<file path="config.mk">
export PLATFORM = sky130hd
export DESIGN_NAME = core_tick_timer
export DESIGN_NICKNAME = d
export VERILOG_FILES = /design/src/rtl/ctmr_pkg.sv /design/src/rtl/ctmr_prescaler.sv /design/src/rtl/ctmr_tap_sel.sv /design/src/rtl/ctmr_ctrl_reg.sv /design/src/rtl/core_tick_timer.sv
export SDC_FILE = /design/constraint.sdc
export NUM_CORES = 1
export LEC_CHECK = 0
export CORE_ASPECT_RATIO = 1.5
export CORE_MARGIN = 4
export CORE_UTILIZATION = 54
export CTS_BUF_LIST = sky130_fd_sc_hd__clkbuf_4 sky130_fd_sc_hd__clkbuf_8 sky130_fd_sc_hd__clkbuf_16
export CTS_CLUSTER_SIZE = 24
export DETAILED_ROUTE_END_ITERATION = 6
export PLACE_DENSITY = 0.87
export RECOVER_POWER = 50
export SLEW_MARGIN = 20
export SYNTH_ARGS = -nofsm -noshare
export SYNTH_HDL_FRONTEND = slang
export SYNTH_SLANG_ARGS = --single-unit
</file>
<file path="constraint.sdc">
create_clock -name clk -period 2.6 [get_ports clk]
set_clock_uncertainty 0.15 [all_clocks]
set_input_delay 0.52 -clock clk [delete_from_list [all_inputs] [get_ports clk]]
set_output_delay 0.52 -clock clk [all_outputs]
set_load 0.05 [all_outputs]
</file>
<file path="src/rtl/ctmr_pkg.sv">
package ctmr_pkg;
  localparam int REG_W     = 8;
  localparam int RATE_W    = 2;
  localparam int NUM_TAPS  = 1 << RATE_W;
  localparam int B_WRAP_F  = 7;
  localparam int B_TICK_F  = 6;
  localparam int B_WRAP_EN = 5;
  localparam int B_TICK_EN = 4;
  localparam int B_WRAP_CL = 3;
  localparam int B_TICK_CL = 2;
  localparam int B_RATE    = 0;
  localparam logic [RATE_W-1:0] RATE_RST = '1;
endpackage

</file>
<file path="src/rtl/ctmr_prescaler.sv">
module ctmr_prescaler #(
  parameter int CNT_W     = 18,
  parameter int WRAP_BITS = 8
) (
  input  logic             clk,
  input  logic             rst,
  output logic [CNT_W-1:0] cnt,
  output logic             wrap_evt
);
  always_ff @(posedge clk) begin
    if (rst) cnt <= '0;
    else     cnt <= cnt + 1'b1;
  end

  // the low stages are all ones, so this edge takes them back to zero
  assign wrap_evt = &cnt[WRAP_BITS-1:0];
endmodule

</file>
<file path="src/rtl/ctmr_tap_sel.sv">
module ctmr_tap_sel
  import ctmr_pkg::*;
#(
  parameter int CNT_W    = 18,
  parameter int TAP_BASE = 14
) (
  input  logic [CNT_W-1:0]  cnt,
  input  logic [RATE_W-1:0] rate,
  output logic              tap_evt
);
  logic [NUM_TAPS-1:0] rise_next;

  for (genvar i = 0; i < NUM_TAPS; i++) begin : g_tap
    localparam int B = TAP_BASE + i;
    localparam logic [CNT_W-1:0] MASK = CNT_W'((64'd1 << (B + 1)) - 64'd1);
    localparam logic [CNT_W-1:0] LOW  = CNT_W'((64'd1 << B) - 64'd1);
    // bit B is 0 and every bit under it is 1: the next increment raises bit B
    assign rise_next[i] = (cnt & MASK) == LOW;
  end

  assign tap_evt = rise_next[rate];
endmodule

</file>
<file path="src/rtl/ctmr_ctrl_reg.sv">
module ctmr_ctrl_reg
  import ctmr_pkg::*;
(
  input  logic              clk,
  input  logic              rst,
  input  logic              reg_sel,
  input  logic              reg_wr,
  input  logic [REG_W-1:0]  reg_wdata,
  input  logic              wrap_evt,
  input  logic              tap_evt,
  output logic [REG_W-1:0]  reg_rdata,
  output logic [RATE_W-1:0] rate,
  output logic              irq,
  output logic              rti_tick
);
  logic wrap_f, tick_f, wrap_en, tick_en;
  logic wr_hit, wrap_clr, tick_clr;

  assign wr_hit   = reg_sel & reg_wr;
  assign wrap_clr = wr_hit & reg_wdata[B_WRAP_CL];
  assign tick_clr = wr_hit & reg_wdata[B_TICK_CL];

  always_ff @(posedge clk) begin
    if (rst) begin
      wrap_f   <= 1'b0;
      tick_f   <= 1'b0;
      wrap_en  <= 1'b0;
      tick_en  <= 1'b0;
      rate     <= RATE_RST;
      irq      <= 1'b0;
      rti_tick <= 1'b0;
    end else begin
      // a set event outranks a clear on the same edge
      wrap_f   <= wrap_evt | (wrap_f & ~wrap_clr);
      tick_f   <= tap_evt  | (tick_f & ~tick_clr);
      irq      <= (wrap_f & wrap_en) | (tick_f & tick_en);
      rti_tick <= tap_evt;
      if (wr_hit) begin
        wrap_en <= reg_wdata[B_WRAP_EN];
        tick_en <= reg_wdata[B_TICK_EN];
        rate    <= reg_wdata[B_RATE +: RATE_W];
      end
    end
  end

  always_comb begin
    reg_rdata = '0;
    reg_rdata[B_WRAP_F]  = wrap_f;
    reg_rdata[B_TICK_F]  = tick_f;
    reg_rdata[B_WRAP_EN] = wrap_en;
    reg_rdata[B_TICK_EN] = tick_en;
    reg_rdata[B_RATE +: RATE_W] = rate;
  end
endmodule

</file>
<file path="src/rtl/core_tick_timer.sv">
module core_tick_timer
  import ctmr_pkg::*;
#(
  parameter int CNT_W     = 18,
  parameter int WRAP_BITS = 8,
  parameter int TAP_BASE  = 14
) (
  input  logic             clk,
  input  logic             rst,
  input  logic             reg_sel,
  input  logic             reg_wr,
  input  logic [REG_W-1:0] reg_wdata,
  output logic [REG_W-1:0] reg_rdata,
  output logic             irq,
  output logic             rti_tick
);
  logic [CNT_W-1:0]  cnt;
  logic              wrap_evt, tap_evt;
  logic [RATE_W-1:0] rate;

  ctmr_prescaler #(.CNT_W(CNT_W), .WRAP_BITS(WRAP_BITS)) u_pre (
    .clk(clk), .rst(rst), .cnt(cnt), .wrap_evt(wrap_evt)
  );

  ctmr_tap_sel #(.CNT_W(CNT_W), .TAP_BASE(TAP_BASE)) u_tap (
    .cnt(cnt), .rate(rate), .tap_evt(tap_evt)
  );

  ctmr_ctrl_reg u_reg (
    .clk(clk), .rst(rst), .reg_sel(reg_sel), .reg_wr(reg_wr),
    .reg_wdata(reg_wdata), .wrap_evt(wrap_evt), .tap_evt(tap_evt),
    .reg_rdata(reg_rdata), .rate(rate), .irq(irq), .rti_tick(rti_tick)
  );
endmodule

</file>
# Word-level counts from Yosys, hierarchy flattened
# Cells that the tools add are included.
# op_classes
add_sub_neg,1
order_cmp,1
eq_ne,4
mux,2
bitwise,12
n_reduce_logical,1
# ops
cell,n
$add 18x1->18 const B,1
$eq 18x17->1 const B,1
$eq 17x16->1 const B,1
$eq 16x15->1 const B,1
$eq 15x14->1 const B,1
$reduce_and 8->1,1
$and 1x1->1,7
$lt 2x3->1 const B,1
$or 1x1->1,3
$bmux 1 s2,1
$not 1->1,2
$mux 1,1
# word_totals
ff_bits,26
input_bits,12

# Depth between registers and ports, before layout
# Gate-level depths: netlist of run 1.
# logic_depth
depth_word,5
mapped_depth,7
ltp_nobuf,6

# Cells and area by module
# From an unflattened synthesis of run 1, not the netlist that was laid out.
# hier_totals
cells_unflattened,137
area_unflattened_um2,1257.5
# by_module_without_submodules
module,n_inst,cells_per_inst,area_per_inst_um2,seq_area_each_um2
ctmr_prescaler,1,85,795.8,360.3
ctmr_ctrl_reg,1,40,379.1,160.2
ctmr_tap_sel,1,12,82.6,0.0

# Worst setup path after synthesis of run 1
# Ideal clock, no wire load.
# synth_path
path_kind,reg2reg
from,register u_pre.cnt[2]
to,register u_reg.rti_tick
arrival_ps,1325
required_time_ps,2357
path_slack_ps,1032
path_stages_with_launch,8
synth_period_minus_slack_ps,1568
cell_sequence,dfxtp_1 > and4_1 > buf_6 > nand4_4 > nor2_1 > ha_1 > inv_1 > o32ai_1
# synth_between
elab_chain_len,3
elab_cells_between_ends,6
# synth_rtl
item,line,rtl
from (decl),ctmr_prescaler.sv:7,"output logic [CNT_W-1:0] cnt,"
from (signal assigned),ctmr_prescaler.sv:12,else cnt <= cnt + 1'b1;
"$eq 18x17->1, or another cell as far along",ctmr_tap_sel.sv:18,assign rise_next[i] = (cnt & MASK) == LOW;
$bmux 1 s2 (*),ctmr_tap_sel.sv:21,assign tap_evt = rise_next[rate];
$mux 1 (not written as such) (*),ctmr_tap_sel.sv:21,
to (signal assigned),ctmr_ctrl_reg.sv:37,rti_tick <= tap_evt;
to (decl),ctmr_ctrl_reg.sv:14,output logic rti_tick
# Every way passes the cells marked *; elsewhere a longest branch is shown, timed or not. The select of a mux whose other input is x is not followed.
# A chain may end at the register's enable or synchronous reset.

# Worst setup path after layout of run 1
# layout_path
from,register u_reg.rate[0]
to,output port reg_rdata[0]
# layout_lines
item,line,rtl
from (decl),ctmr_ctrl_reg.sv:12,"output logic [RATE_W-1:0] rate,"
from (signal assigned),ctmr_ctrl_reg.sv:41,rate <= reg_wdata[B_RATE +: RATE_W];
to (decl),core_tick_timer.sv:13,"output logic [REG_W-1:0] reg_rdata,"
# No word-level cell between the ends.

==> impl_table.tex, run 1 <==
\begin{tabular}{lr}
\hline
Metric & Value \\
\hline
\multicolumn{2}{l}{\textbf{Outcome}} \\
Result of the run & finished clean \\
\multicolumn{2}{l}{\textbf{Synth}} \\
Prevailing post-synth register cell & sky130\_fd\_sc\_hd\_\_dfxtp\_1 \\
FF+latch count, synth & 26 \\
Synthesized instance count & 131 \\
Count of unique library cells instantiated by Yosys & 34 \\
Portion of the post-synthesis area used by sequential elements & 44.1\% \\
Cell with the most instances after synthesis & sky130\_fd\_sc\_hd\_\_dfxtp\_1 \\
Largest cells by area after synthesis & sky130\_fd\_sc\_hd\_\_dfxtp\_1 (44\%), sky130\_fd\_sc\_hd\_\_xor2\_1 (7.4\%), sky130\_fd\_sc\_hd\_\_nor2\_1 (5.4\%) \\
Number of flops mapped to enable cells by yosys & 0 \\
List of most frequent post-synthesis cells & sky130\_fd\_sc\_hd\_\_dfxtp\_1 (26), sky130\_fd\_sc\_hd\_\_nor2\_1 (17), sky130\_fd\_sc\_hd\_\_xor2\_1 (10) \\
Syn Std Cell Area & 1180 um\^{}2 \\
FFs w/ async S/R, synth & 0\% \\
Cell taking the most area after synthesis & sky130\_fd\_sc\_hd\_\_dfxtp\_1 \\
Count of synthesis-stage warnings from yosys & 0 \\
Mean cell area of the mapped netlist & 9.02 um\^{}2 \\
Synth top area share & 44.1\% \\
\multicolumn{2}{l}{\textbf{Placement}} \\
PortBufs & 17 \\
Number of placed instances, taps included & 160 \\
Half-perimeter wire length after placement & 1550 um \\
Placed Instance Area & 1310 um\^{}2 \\
Final weighted congestion in routability-driven placement & 0.804 \\
\multicolumn{2}{l}{\textbf{Timing}} \\
Max frequency & 442 MHz \\
Max-slew violation count & 0 \\
Final count of negative-setup-slack endpoints & 0 \\
Minimum clock period after layout & 2.26 ns \\
Hold WS & 0.295 ns \\
Period Utilization, post-route & 87.0\% \\
Total negative setup slack & 0 ns \\
RSZ-0062 raised after global routing & false \\
Least-Margin Pin Slew & 0.573 ns \\
Number of hold violations in the final report & 0 \\
Worst-case headroom to the max-slew limit & 61.8\% \\
\multicolumn{2}{l}{\textbf{Power}} \\
Power Dens Cells & 504 nW/um\^{}2 \\
VDD IR-drop max & 0.411 mV \\
Cell leakage power & 0.505 nW \\
\multicolumn{2}{l}{\textbf{Setup path}} \\
Data required time at the worst endpoint & 1.93 ns \\
Data arrival, critical path & 1.59 ns \\
Critical Setup Path Class & register to output port \\
Ordered list of cells on the worst path & clkdlybuf4s50\_1 \\
Kind of start point of the critical path & register \\
Top delay family on crit path & buffers and inverters \\
Crit. End Element & output port \\
Delay of the slowest cell on the worst path & 0.83 ns \\
Cell with the largest stage delay on the worst path & sky130\_fd\_sc\_hd\_\_clkdlybuf4s50\_1 \\
Worst Path Buf+Inv & 1 \\
Largest fanout on the critical path & 6 \\
\multicolumn{2}{l}{\textbf{Layout}} \\
Final design utilization & 65.4\% \\
Layout-stage area growth over the synthesis result & 13.6\% \\
Fill cells & 164 \\
Fin nets & 157 \\
Non-filler instance count after layout & 164 \\
Post-route cell area & 1340 um\^{}2 \\
Ant diodes & 0 \\
Fraction of layout cells with a size suffix above 1 & 5.63\% \\
\multicolumn{2}{l}{\textbf{Clocking}} \\
Root Buffer Master & sky130\_fd\_sc\_hd\_\_clkbuf\_4 \\
Post-CTS Setup Repair Bufs & 0 \\
Clk pin slew, worst setup/hold paths & 0.13 ns \\
Total of cells resized after clock tree synthesis & 0 \\
Maximum buffer depth of the clock tree & 2 \\
\# H-tree levels & 1 \\
Inserted Clock Buffers & 3 \\
Total clock sinks & 26 \\
CTS hold repair buffers & 0 \\
CTS tree & done \\
Skew-Pair Late Insertion Delay & 0.32 ns \\
\multicolumn{2}{l}{\textbf{GRT}} \\
Via count of the first global-routing pass & 952 \\
Wire length of the first global-routing pass & 3730 um \\
Remaining Overflow, GRT & 0 \\
All-Layer GR Usage & 16.5\% \\
Largest net degree at the start of global routing & 15 \\
Number of antenna violations at the first check in global routing & 0 \\
\multicolumn{2}{l}{\textbf{Routing}} \\
Drt pass-1 iters & 4 \\
Count of antenna-violating nets left after detailed routing & 0 \\
Overall via count from detail\_route & 933 \\
Drt initial violations & 23 \\
Number of vias per cell & 5.69 \\
Final wirelength & 2040 um \\
Residual DRC count & 0 \\
DR WL/cell & 12.4 um \\
\multicolumn{2}{l}{\textbf{Job}} \\
Max Cap Viol & 0 \\
\multicolumn{2}{l}{\textbf{Die}} \\
Standard-cell rows & 20 \\
Chip Height & 65.3 um \\
DIE AREA & 3010 um\^{}2 \\
Ports & 22 \\
Core box area & 2050 um\^{}2 \\
Die width & 46.2 um \\
Initial Util & 57.6\% \\
\multicolumn{2}{l}{\textbf{Min path}} \\
Type of the tightest min-delay check & register to register \\
\hline
\end{tabular}
[cells by family (layout without fill, tap and decap cells)]
group,Yosys count,in the layout,share of synthesized area (%)
XOR/XNOR,12,12,8.90
other,1,2,0.317
flip-flops,26,26,44.1
buffers and inverters,17,27,8.47
AND/OR/NAND/NOR,56,56,27.2
AO/OA/AOI/OAI,17,17,8.90
adder cells (fa/ha/maj),2,2,2.12
[per-layer routing]
metal | vias up | share of wire, % | routed length, um | global-route usage, %
li1 | 470 | - | - | -
met1 | 431 | 40 | 809 | 17.6
met2 | 25 | 51 | 1030 | 28.8
met3 | 7 | 6.5 | 132 | 1.92
met4 | 0 | 3.2 | 65 | 10.3
met5 | - | 0 | 0 | 0
[stage by stage]
stage                     setup WS [ns]  total power (W)
after detailed placement          0.606         0.000489
after global placement            0.659         0.000488
after floorplan                    1.03         0.000465
after CTS                         0.315         0.000690
final                             0.339         0.000676
after global routing              0.251         0.000709
[flip-flops by register name, summed over array words and instances, names as in the netlist]
register and flops:
u_reg.tick_f 1, u_pre.cnt 18, u_reg.tick_en 1, u_reg.rti_tick 1
u_reg.irq 1, u_reg.wrap_en 1, u_reg.wrap_f 1, u_reg.rate 2
[power by group]
group | internal (W) | switching [W]
registers | 0.000406 | 0.00000663
clock network | 0.0000857 | 0.000113
logic | 0.0000264 | 0.0000391
total | 0.000518 | 0.000158
[path summary, 6_finish.rpt]
path                  from        endpoint  slack [ns]  cells past startpoint
min           u_pre.cnt[0]    u_pre.cnt[0]        0.29                      1
max reg2reg   u_pre.cnt[2]  u_reg.rti_tick        0.61                      6
min reg2reg   u_pre.cnt[0]    u_pre.cnt[0]        0.29                      1
max          u_reg.rate[0]    reg_rdata[0]        0.34                      1
[final cells by class]
class	instances	area, um^2	share of cell area [%]
Clock buffer	4	36.3	2.71
Tap cell	22	27.5	2.05
Sequential cell	26	520	38.8
Inverter	4	15.0	1.12
Timing Repair Buffer	19	178	13.2
Multi-Input combinational cell	89	564	42.1
[cell usage in the layout (no fill, tap or decap), drive strengths merged, types with 2 or more instances in the layout]
cell type | synthesis | layout
xnor2 | 2 | 2
and4 | 2 | 2
conb | 1 | 2
a211o | 2 | 2
nand4 | 8 | 8
and2 | 2 | 2
and3 | 4 | 4
nand3 | 9 | 9
clkdlybuf4s50 | 0 | 16
o21ai | 4 | 4
ha | 2 | 2
clkbuf | 4 | 6
nand2 | 7 | 7
inv | 4 | 4
a21oi | 6 | 6
nor2 | 17 | 17
xor2 | 10 | 10
or3 | 3 | 3
dfxtp | 26 | 26
(Power assumes the default switching activity.)
==> run 2: changes to the inputs <==
- CORE_UTILIZATION: 54 -> 60
- DONT_BUFFER_PORTS: unset -> 1
- PLACE_DENSITY: 0.87 -> 0.81
==> run 2 against run 1 <==
  * Worst hold slack worse by 0.21 ns
  * Total power is 7.6% higher
  * Global-route usage is 0.16 points higher
  * Wire length is 0.20% higher
  * Combinational power is 61% lower
  * Sequential cell count stayed put
  * Worst setup slack better by 0.32 ns
  * Clock power is 39% higher
  * Sequential power is 3% higher
  * Highest routed layer unchanged
==> impl_table.tex, run 2 (same netlist as run 1, synthesis figures left out) <==
\begin{tabular}{lr}
\hline
Metric & Value \\
\hline
\multicolumn{2}{l}{\textbf{Outcome}} \\
Result of the run & finished clean \\
\multicolumn{2}{l}{\textbf{Setup path}} \\
Delay of the slowest cell on the worst path & 0.51 ns (-0.32 ns) \\
Worst Path Buf+Inv & 1 (unchanged) \\
Data required time at the worst endpoint & 2.70 ns (+0.77 ns) \\
Crit. End Element & register \\
Ordered list of cells on the worst path & and4\_1 -> nand4\_4 -> nor2\_1 -> ha\_1 -> inv\_1 -> o32ai\_1 \\
Critical Setup Path Class & register to register \\
Cell with the largest stage delay on the worst path & sky130\_fd\_sc\_hd\_\_and4\_1 \\
Data arrival, critical path & 2.04 ns (+0.45 ns) \\
Top delay family on crit path & simple AND/OR/NAND/NOR gates \\
Largest fanout on the critical path & 10 (+4) \\
Kind of start point of the critical path & register \\
\multicolumn{2}{l}{\textbf{Routing}} \\
Drt pass-1 iters & 4 (unchanged) \\
Residual DRC count & 0 (unchanged) \\
Count of antenna-violating nets left after detailed routing & 0 (unchanged) \\
DR WL/cell & 14.2 um (+14\%) \\
Number of vias per cell & 5.88 (+3.3\%) \\
Final wirelength & 2040 um (+0.20\%) \\
Overall via count from detail\_route & 846 (-9.3\%) \\
Drt initial violations & 15 (-35\%) \\
\multicolumn{2}{l}{\textbf{Clocking}} \\
CTS tree & done \\
Total of cells resized after clock tree synthesis & 0 (unchanged) \\
Inserted Clock Buffers & 3 (unchanged) \\
Maximum buffer depth of the clock tree & 2 (unchanged) \\
CTS hold repair buffers & 0 (unchanged) \\
\# H-tree levels & 1 (unchanged) \\
Post-CTS Setup Repair Bufs & 0 (unchanged) \\
Total clock sinks & 26 (unchanged) \\
Root Buffer Master & sky130\_fd\_sc\_hd\_\_clkbuf\_4 \\
Skew-Pair Late Insertion Delay & 0.32 ns (about the same) \\
Clk pin slew, worst setup/hold paths & 0.14 ns (about the same) \\
\multicolumn{2}{l}{\textbf{Timing}} \\
Number of hold violations in the final report & 0 (unchanged) \\
Worst-case headroom to the max-slew limit & 58.1\% (-3.7 points) \\
Minimum clock period after layout & 1.94 ns (-0.322 ns) \\
Final count of negative-setup-slack endpoints & 0 (unchanged) \\
Period Utilization, post-route & 74.6\% (-12 points) \\
Least-Margin Pin Slew & 0.628 ns (+0.0545 ns) \\
Max frequency & 516 MHz (+17\%) \\
Max-slew violation count & 0 (unchanged) \\
Total negative setup slack & 0 ns (unchanged) \\
Least setup slack across all paths after layout & 0.661 ns (+0.322 ns) \\
RSZ-0062 raised after global routing & false \\
\multicolumn{2}{l}{\textbf{Power}} \\
Net switching power figure & 0.000156 W (-1.2\%) \\
Power Dens Cells & 617 nW/um\^{}2 (+22\%) \\
Switching share of total power & 21.5\% (-1.9 points) \\
Combinational power share & 3.5\% (-6.2 points) \\
Total power after layout & 0.000727 W (+7.6\%) \\
Sequential group share of total power & 58.5\% (-2.5 points) \\
Internal cell power & 0.000571 W (+10\%) \\
VDD IR-drop max & 0.444 mV (+8.0\%) \\
Cell leakage power & 0.444 nW (-12\%) \\
Proportion of power drawn by the clock network & 38.0\% (+8.7 points) \\
\multicolumn{2}{l}{\textbf{Placement}} \\
Final weighted congestion in routability-driven placement & 0.802 (-0.25\%) \\
PortBufs & 0 (-17) \\
Half-perimeter wire length after placement & 1490 um (-3.9\%) \\
Number of placed instances, taps included & 140 (-13\%) \\
Setup Slack @ Placement & 0.674 ns (+0.0677 ns) \\
\multicolumn{2}{l}{\textbf{Layout}} \\
Non-filler instance count after layout & 144 (-12\%) \\
Ant diodes & 0 (unchanged) \\
Biggest register & u\_pre.cnt \\
Biggest regs & u\_pre.cnt x18, u\_reg.rate x2 \\
Number of flip-flops under the largest register name & 18 (unchanged) \\
Final design utilization & 63.6\% (-1.8 points) \\
Layout-stage area growth over the synthesis result & -0.212\% \\
Fin nets & 138 (-12\%) \\
Fraction of layout cells with a size suffix above 1 & 6.50\% (+0.87 points) \\
Most common library cell in the layout ignoring fill and taps & sky130\_fd\_sc\_hd\_\_dfxtp\_1 \\
Top library cells by usage in the layout, fill and taps aside & sky130\_fd\_sc\_hd\_\_dfxtp\_1 (26), sky130\_fd\_sc\_hd\_\_nor2\_1 (17), sky130\_fd\_sc\_hd\_\_xor2\_1 (10), sky130\_fd\_sc\_hd\_\_nand3\_1 (9), sky130\_fd\_sc\_hd\_\_nand2\_1 (7) \\
\multicolumn{2}{l}{\textbf{GRT}} \\
Via count of the first global-routing pass & 857 (-10\%) \\
Remaining Overflow, GRT & 0 (unchanged) \\
All-Layer GR Usage & 16.6\% (+0.16 points) \\
Largest net degree at the start of global routing & 28 (+13) \\
Wire length of the first global-routing pass & 3650 um (-2.2\%) \\
Number of antenna violations at the first check in global routing & 0 (unchanged) \\
\multicolumn{2}{l}{\textbf{Die}} \\
Ports & 22 (unchanged) \\
Die width & 44.2 um (-4.2\%) \\
Initial Util & 63.7\% (+6.1 points) \\
Chip Height & 62.3 um (-4.5\%) \\
DIE AREA & 2760 um\^{}2 (-8.6\%) \\
Core box area & 1850 um\^{}2 (-9.6\%) \\
Standard-cell rows & 19 (-5.0\%) \\
\multicolumn{2}{l}{\textbf{Job}} \\
Max Cap Viol & 0 (unchanged) \\
\multicolumn{2}{l}{\textbf{Min path}} \\
Type of the tightest min-delay check & input pin to register \\
\hline
\end{tabular}
[run 2: cell types whose count changed in the layout (fill, tap and decap cells not counted), sizes merged]
cell,before,now
clkdlybuf4s50,16,0
dlygate4sd3,1,0
clkbuf,6,3
bufinv,0,1
[run 2: path summary, 6_finish.rpt]
path | start | end | slack (ns) | cells after the start
worst max-delay path | u_pre.cnt[2] | u_reg.rti_tick | 0.66 | 6
worst min-delay path | rst | u_pre.cnt[16] | 0.09 | 1
worst max register to register | u_pre.cnt[2] | u_reg.rti_tick | 0.66 | 6
worst min register to register | u_pre.cnt[0] | u_pre.cnt[0] | 0.30 | 1
[run 2: area by class of cell]
class / instances / area [um^2]
fillers: 162 / 676
flip-flops and latches: 26 / 520
well taps: 21 / 26.3
inverters: 4 / 15.0
clock buffers: 3 / 22.5
multi-input cells: 89 / 564
clock inverters: 1 / 30.0
[run 2: metrics by stage]
step	hold WS, ns	area (um^2)
2_1_floorplan	0.263	1180
3_3_place_gp	0.266	1130
3_5_place_dp	0.275	1130
4_1_cts	0.0766	1180
5_1_grt	0.0617	1180
6_report	0.0861	1180
[run 2: layer usage]
metal  global-route usage [%]  share of wire [%]
met3                     2.60                4.5
met4                     7.92                2.3
met5                        0                  0
met1                     18.3                 40
met2                     29.4                 53
[run 2: power groups by stage]
stage                     clock network (W)  registers (W)  logic [W]
after global routing               0.000299       0.000427  0.0000287
after floorplan                           0       0.000427  0.0000380
after CTS                          0.000285       0.000426  0.0000260
after detailed placement                  0       0.000435  0.0000260
after global placement                    0       0.000434  0.0000247
final                              0.000276       0.000426  0.0000256
